File: src/rtl/dual_issue_pkg.sv
package dual_issue_pkg;

  localparam int CLS_W  = 3;
  localparam int FLAG_W = 4;
  localparam int HDR_W  = CLS_W + FLAG_W;

  typedef enum logic [CLS_W-1:0] {
    CLS_IOP = 3'd0,
    CLS_FOP = 3'd1,
    CLS_LD  = 3'd2,
    CLS_ST  = 3'd3,
    CLS_BR  = 3'd4
  } cls_e;

  typedef struct packed {
    logic iop;
    logic fop;
    logic ld;
    logic st;
    logic br;
    logic mem;
    logic ipipe;
    logic bad;
    logic fpf;
    logic ucode;
    logic jump;
    logic wr;
  } dec_t;

endpackage

File: src/rtl/desc_decode.sv
module desc_decode
  import dual_issue_pkg::*;
#(
  parameter int REG_W = 5,
  localparam int DESC_W = HDR_W + 3 * REG_W
) (
  input  logic [DESC_W-1:0] desc_i,
  output dec_t              dec_o,
  output logic [REG_W-1:0]  rd_o,
  output logic [REG_W-1:0]  rsa_o,
  output logic [REG_W-1:0]  rsb_o
);

  logic [CLS_W-1:0] cls;

  assign cls   = desc_i[CLS_W-1:0];
  assign rd_o  = desc_i[HDR_W +: REG_W];
  assign rsa_o = desc_i[HDR_W + REG_W +: REG_W];
  assign rsb_o = desc_i[HDR_W + 2*REG_W +: REG_W];

  always_comb begin
    dec_o       = '0;
    dec_o.fpf   = desc_i[CLS_W];
    dec_o.ucode = desc_i[CLS_W+1];
    dec_o.jump  = desc_i[CLS_W+2];
    dec_o.wr    = desc_i[CLS_W+3];
    case (cls)
      CLS_IOP: dec_o.iop = 1'b1;
      CLS_FOP: dec_o.fop = 1'b1;
      CLS_LD:  dec_o.ld  = 1'b1;
      CLS_ST:  dec_o.st  = 1'b1;
      CLS_BR:  dec_o.br  = 1'b1;
      default: dec_o.bad = 1'b1;
    endcase
    dec_o.mem   = dec_o.ld | dec_o.st;
    dec_o.ipipe = dec_o.iop | dec_o.br;
  end

endmodule

File: src/rtl/pair_rules.sv
module pair_rules
  import dual_issue_pkg::*;
#(
  parameter int REG_W = 5
) (
  input  dec_t             d0_i,
  input  dec_t             d1_i,
  input  logic [REG_W-1:0] rd0_i,
  input  logic [REG_W-1:0] rsa0_i,
  input  logic [REG_W-1:0] rsb0_i,
  input  logic [REG_W-1:0] rd1_i,
  output logic             pair_ok_o
);

  logic unit_clash;
  logic bus_clash;
  logic br_st_clash;
  logic waw;
  logic war;
  logic int_clash;
  logic op0;
  logic op1;

  assign op0 = d0_i.iop | d0_i.fop;
  assign op1 = d1_i.iop | d1_i.fop;

  // Same functional unit, or an undecodable class.
  assign unit_clash = (d0_i.mem & d1_i.mem) | (d0_i.fop & d1_i.fop) |
                      d0_i.bad | d1_i.bad;

  // A store shares its result bus with operates of its own format only.
  assign bus_clash = (d0_i.st & op1 & (d0_i.fpf != d1_i.fop)) |
                     (d1_i.st & op0 & (d1_i.fpf != d0_i.fop));

  assign br_st_clash = (d0_i.br & d1_i.st & (d0_i.fpf == d1_i.fpf)) |
                       (d1_i.br & d0_i.st & (d1_i.fpf == d0_i.fpf));

  assign waw = d0_i.wr & d1_i.wr & (rd0_i == rd1_i);
  assign war = d1_i.wr & ((rd1_i == rsa0_i) | (rd1_i == rsb0_i));

  assign int_clash = d0_i.ipipe & d1_i.ipipe &
                     (d0_i.ucode | d1_i.ucode | d0_i.jump | waw | war);

  assign pair_ok_o = ~(unit_clash | bus_clash | br_st_clash | int_clash);

endmodule

File: src/rtl/issue_ctrl.sv
module issue_ctrl (
  input  logic clk,
  input  logic rst,
  input  logic vld_i,
  input  logic rdy0_i,
  input  logic rdy1_i,
  input  logic pair_ok_i,
  output logic iss0_o,
  output logic iss1_o,
  output logic accept_o,
  output logic hold_o
);

  // Set while the older slot has gone and the younger is still waiting.
  logic owed_q;

  always_comb begin
    iss0_o   = 1'b0;
    iss1_o   = 1'b0;
    accept_o = 1'b0;
    if (!rst && vld_i) begin
      if (owed_q) begin
        iss1_o   = rdy1_i;
        accept_o = rdy1_i;
      end else begin
        iss0_o   = rdy0_i;
        iss1_o   = rdy0_i & rdy1_i & pair_ok_i;
        accept_o = rdy0_i & rdy1_i & pair_ok_i;
      end
    end
    hold_o = !rst && vld_i && !accept_o;
  end

  always_ff @(posedge clk) begin
    if (rst) begin
      owed_q <= 1'b0;
    end else if (vld_i) begin
      if (owed_q) begin
        if (rdy1_i) owed_q <= 1'b0;
      end else if (iss0_o && !iss1_o) begin
        owed_q <= 1'b1;
      end
    end
  end

endmodule

File: src/rtl/dual_issue_pairer.sv
module dual_issue_pairer
  import dual_issue_pkg::*;
#(
  parameter int REG_W = 5,
  localparam int DESC_W = HDR_W + 3 * REG_W,
  localparam int SLOTS  = 2
) (
  input  logic              clk,
  input  logic              rst,
  input  logic              pair_vld_i,
  input  logic [DESC_W-1:0] desc0_i,
  input  logic [DESC_W-1:0] desc1_i,
  input  logic              rdy0_i,
  input  logic              rdy1_i,
  output logic              issue0_o,
  output logic              issue1_o,
  output logic              accept_o,
  output logic              hold_o
);

  logic [DESC_W-1:0] desc [SLOTS];
  dec_t              dec  [SLOTS];
  logic [REG_W-1:0]  rd   [SLOTS];
  logic [REG_W-1:0]  rsa  [SLOTS];
  logic [REG_W-1:0]  rsb  [SLOTS];
  logic              pair_ok;

  assign desc[0] = desc0_i;
  assign desc[1] = desc1_i;

  for (genvar s = 0; s < SLOTS; s++) begin : g_slot
    desc_decode #(.REG_W(REG_W)) dec_i (
      .desc_i (desc[s]),
      .dec_o  (dec[s]),
      .rd_o   (rd[s]),
      .rsa_o  (rsa[s]),
      .rsb_o  (rsb[s])
    );
  end

  pair_rules #(.REG_W(REG_W)) rules_i (
    .d0_i      (dec[0]),
    .d1_i      (dec[1]),
    .rd0_i     (rd[0]),
    .rsa0_i    (rsa[0]),
    .rsb0_i    (rsb[0]),
    .rd1_i     (rd[1]),
    .pair_ok_o (pair_ok)
  );

  issue_ctrl ctrl_i (
    .clk       (clk),
    .rst       (rst),
    .vld_i     (pair_vld_i),
    .rdy0_i    (rdy0_i),
    .rdy1_i    (rdy1_i),
    .pair_ok_i (pair_ok),
    .iss0_o    (issue0_o),
    .iss1_o    (issue1_o),
    .accept_o  (accept_o),
    .hold_o    (hold_o)
  );

endmodule

File: config.mk
export PLATFORM = sky130hd
export DESIGN_NAME = dual_issue_pairer
export DESIGN_NICKNAME = d
export VERILOG_FILES = /design/src/rtl/dual_issue_pkg.sv /design/src/rtl/desc_decode.sv /design/src/rtl/pair_rules.sv /design/src/rtl/issue_ctrl.sv /design/src/rtl/dual_issue_pairer.sv
export SDC_FILE = /design/constraint.sdc
export NUM_CORES = 1
export LEC_CHECK = 0
export BUFFER_PORTS_ARGS = -buffer_cell sky130_fd_sc_hd__buf_2
export CORE_AREA = 2 2 39 41
export CTS_CLUSTER_SIZE = 24
export DETAILED_ROUTE_END_ITERATION = 6
export DIE_AREA = 0 0 41 43
export PLACE_DENSITY = 0.88
export SETUP_SLACK_MARGIN = 0.15
export SLEW_MARGIN = 20
export SYNTH_ARGS = -nofsm -noshare
export SYNTH_HDL_FRONTEND = slang
export SYNTH_SLANG_ARGS = --single-unit
File: constraint.sdc
create_clock -name clk -period 2.26 [get_ports clk]
set_clock_uncertainty 0.05 [all_clocks]
set_input_delay 0.226 -clock clk [delete_from_list [all_inputs] [get_ports clk]]
set_output_delay 0.226 -clock clk [all_outputs]
set_load 0.005 [all_outputs]
==> impl_summary.txt <==
----------------------------------------------------
[Worst setup path]
  CP required ... 1.98 ns
  Element type at the critical path start ... input port
  Most used cell, CP ... sky130_fd_sc_hd__buf_2
  Endpoint type of the worst setup path ... primary output
  CP Data Arrival Time ... 1.42 ns
  CP max stage cell ... sky130_fd_sc_hd__nor4_1
  Sequence of cells on the critical path ... buf_2 > nor4_1 > o211ai_2 > a221oi_2 > buf_2
  Critical path peak fanout ... 6
  Maximum cell stage delay along the critical path ... 0.49 ns
  Critical path type ... input port to primary output

[STA]
  Pin slew with the least headroom to its limit ... 0.5040 ns
  Fmax achieved ... 588.1 MHz
  Part of the cycle the worst path needs ... 75.24%
  Slew Limit Headroom ... 66.09%
  Count of pins over their slew limit ... 0
  Setup-violating endpoint count in the final report ... 0
  Minimum clock period after layout ... 1.700 ns
  Hold Fails Final Rpt ... 0
  Post-route setup TNS ... 0 ns
  Unrepaired setup endpoints after global routing ... no

[Power and ir drop]
  Static leakage ... 0.2865 nW
  Worst vdd ir ... 137.5 uV
  Power density over cell area ... 193.3 mW/mm2
  Power consumption ... 0.0001255 W

[Synth]
  Total standard cell area after synthesis ... 431.7 um2
  Proportion of netlist area held by the largest area contributor ... 24.35%
  Number of different library cells in the post-synthesis netlist ... 32
  Number of register bits inferred by synthesis ... 1
  Yosys warnings ... 0
  Mean area per synthesized cell ... 7.442 um2
  Net Count, Synth ... 107
  Synthesized netlist cell count ... 58
  Cell taking the most area after synthesis ... sky130_fd_sc_hd__xnor2_1
  Top cells by area, synth ... sky130_fd_sc_hd__xnor2_1, sky130_fd_sc_hd__xor2_1, sky130_fd_sc_hd__dfxtp_1
  Share of the yosys chip area belonging to registers ... 4.638%

[Cells and area]
  Post-route insts no fill ... 114
  # nets final ... 149
  Register with the most flip-flops ... ctrl_i.owed_q
  Top Registers ... ctrl_i.owed_q: 1 flops
  Antenna diode instance count ... 0
  Area delta synth->final ... 50.43%
  Proportion of layout cells with a drive suffix above 1 ... 46.94%
  Number of flip-flops in the largest register ... 1

[Global route]
  First-pass GRT wire length ... 2256 um
  Antenna violations before repair ... 0
  Overall fraction of global-route tracks in use ... 17.42%
  Remaining Overflow, GRT ... 0
  Maximum number of pins on one net before global-route repair ... 8
  Vias in the first global route ... 588

[Place]
  HPWL after DPL ... 1164 um
  I/O Buffers ... 41
  Placed cell count ... 114
  GP Congestion ... 0.7503

[Floorplan]
  Die Y-Extent ... 43 um
  Area of the die ... 0.001763 mm2
  Total core area ... 0.001384 mm2
  Top-Level Pins ... 53
  Site row count ... 14
  Horizontal die dimension ... 41 um
  Starting density of the core ... 31.19%

[Run status]
  Status ... finished, final reports clean

[Clocking]
  Clock-pin slew on the worst setup and hold paths ... 0 ns
  Number of buffers inserted by hold repair at cts ... 0
  Post-CTS Setup Inserts ... 0
  Resize count post-CTS ... 0
  Insertion delay to the later sink of the worst-skew pair ... 0 ns

[Route]
  Routed wire per std cell ... 11.49 um
  Wire length after detailed routing ... 1310 um
  Number of nets with antenna violations after routing ... 0
  Avg Vias per Cell ... 5.132
  Number of DRC markers in iteration 0 ... 6
  DRC violation count after routing ... 0
  Number of iterations in the first detailed-routing pass ... 4
  Via Count ... 585

[Min path]
  Type of the most critical hold path ... input port to flop

[Run]
  Max-Cap Viols ... 0

----------------------------------------------------
## routing by layer
layer	track usage [%]	share of wire [%]	vias to the layer above
met1	19.75	40	266
li1	-	-	299
met3	0.5236	6.1	0
met4	1.333	0	0
met5	0	0	-
met2	34.06	54	20
## power by group
group,total (W),switching [W],internal (W)
sequential,0.0000211,0.00000161,0.0000195
combinational,0.000104,0.0000492,0.0000552
clock,0,0,0
total,0.000126,0.0000508,0.0000747
## cell usage after synthesis
library cell and number:
sky130_fd_sc_hd__xnor2_1 12, sky130_fd_sc_hd__nand2_1 5, sky130_fd_sc_hd__xor2_1 4, sky130_fd_sc_hd__nand4_1 3, sky130_fd_sc_hd__nor2_1 3, sky130_fd_sc_hd__a21oi_1 2, sky130_fd_sc_hd__nand3_1 2, sky130_fd_sc_hd__nor3b_1 2
sky130_fd_sc_hd__nor4_1 2, sky130_fd_sc_hd__a21boi_1 1, sky130_fd_sc_hd__a221oi_2 1, sky130_fd_sc_hd__a31o_1 1, sky130_fd_sc_hd__a31oi_1 1, sky130_fd_sc_hd__buf_4 1, sky130_fd_sc_hd__dfxtp_1 1, sky130_fd_sc_hd__inv_1 1
sky130_fd_sc_hd__nand2b_1 1, sky130_fd_sc_hd__nand3b_1 1, sky130_fd_sc_hd__nor2b_1 1, sky130_fd_sc_hd__nor3_1 1, sky130_fd_sc_hd__nor3_2 1, sky130_fd_sc_hd__nor4bb_1 1, sky130_fd_sc_hd__o2111ai_1 1, sky130_fd_sc_hd__o2111ai_2 1
sky130_fd_sc_hd__o211ai_2 1, sky130_fd_sc_hd__o21ai_0 1, sky130_fd_sc_hd__o21ai_1 1, sky130_fd_sc_hd__o22ai_1 1, sky130_fd_sc_hd__o2bb2ai_1 1, sky130_fd_sc_hd__o31ai_1 1, sky130_fd_sc_hd__or2_2 1, sky130_fd_sc_hd__or3_1 1
## cells by family (layout without fill, tap and decap cells)
kind of cell | count (synthesis) | count (layout) | synth area share [%]
compound gates | 14 | 14 | 26.96
xor+xnor | 16 | 16 | 32.46
buf+inv | 2 | 42 | 2.609
flops | 1 | 1 | 4.638
simple gates | 25 | 25 | 33.34
## layout by cell type, fill, tap and decap left out
cell type / instances
sky130_fd_sc_hd__nor3b_1: 2
sky130_fd_sc_hd__nand2b_1: 1
sky130_fd_sc_hd__a31o_1: 1
sky130_fd_sc_hd__nor4_1: 2
sky130_fd_sc_hd__inv_1: 1
sky130_fd_sc_hd__xnor2_1: 12
sky130_fd_sc_hd__nor2_1: 3
sky130_fd_sc_hd__o21ai_1: 1
sky130_fd_sc_hd__dfxtp_1: 1
sky130_fd_sc_hd__a221oi_2: 1
sky130_fd_sc_hd__or2_2: 1
sky130_fd_sc_hd__o22ai_1: 1
sky130_fd_sc_hd__buf_2: 41
sky130_fd_sc_hd__o2bb2ai_1: 1
sky130_fd_sc_hd__o2111ai_1: 1
sky130_fd_sc_hd__or3_1: 1
sky130_fd_sc_hd__nand4_1: 3
sky130_fd_sc_hd__o31ai_1: 1
sky130_fd_sc_hd__o21ai_0: 1
sky130_fd_sc_hd__nor3_2: 1
sky130_fd_sc_hd__a31oi_1: 1
sky130_fd_sc_hd__nor4bb_1: 1
sky130_fd_sc_hd__nor3_1: 1
sky130_fd_sc_hd__nor2b_1: 1
sky130_fd_sc_hd__nand3b_1: 1
sky130_fd_sc_hd__a21oi_1: 2
sky130_fd_sc_hd__xor2_1: 4
sky130_fd_sc_hd__o211ai_2: 1
sky130_fd_sc_hd__a21boi_1: 1
sky130_fd_sc_hd__nand3_1: 2
sky130_fd_sc_hd__o2111ai_2: 1
sky130_fd_sc_hd__nand2_1: 5
## worst max-delay path, delay by kind of cell
family | cells | cell delay, ns
compound gates | 2 | 0.43
buf+inv | 2 | 0.28
simple gates | 1 | 0.49
## through the flow
| stage | instance area (um2) | hold WS (ns) | worst slack, ns | utilization [%] |
|---|---|---|---|---|
| 5_1_grt | 649.4 | 0.5141 | 0.4150 | 46.93 |
| 2_1_floorplan | 431.7 | 0.3610 | 0.6964 | - |
| 3_5_place_dp | 649.4 | 0.4719 | 0.5694 | 46.93 |
| 4_1_cts | 649.4 | 0.4725 | 0.5685 | 46.93 |
| 6_report | 649.4 | 0.4665 | 0.5597 | 46.93 |
| 3_3_place_gp | 649.4 | 0.4654 | 0.5895 | 46.93 |
## cell type report
| class | instances | area (um2) |
|---|---|---|
| Fill cell | 139 | 734.5 |
| Multi-Input combinational cell | 55 | 400.4 |
| Timing Repair Buffer | 41 | 205.2 |
| Sequential cell | 1 | 20.02 |
| Tap cell | 16 | 20.02 |
| Inverter | 1 | 3.754 |
## final timing paths
check,start,to,slack [ns],cells after the start
worst max register to register,ctrl_i.owed_q$_SDFFE_PP0P_,ctrl_i.owed_q$_SDFFE_PP0P_,1.23,3
worst max-delay path,desc0_i[1],hold_o,0.56,5
worst min-delay path,rst,ctrl_i.owed_q$_SDFFE_PP0P_,0.47,3
worst min register to register,ctrl_i.owed_q$_SDFFE_PP0P_,ctrl_i.owed_q$_SDFFE_PP0P_,0.48,2
(Power assumes the default switching activity.)
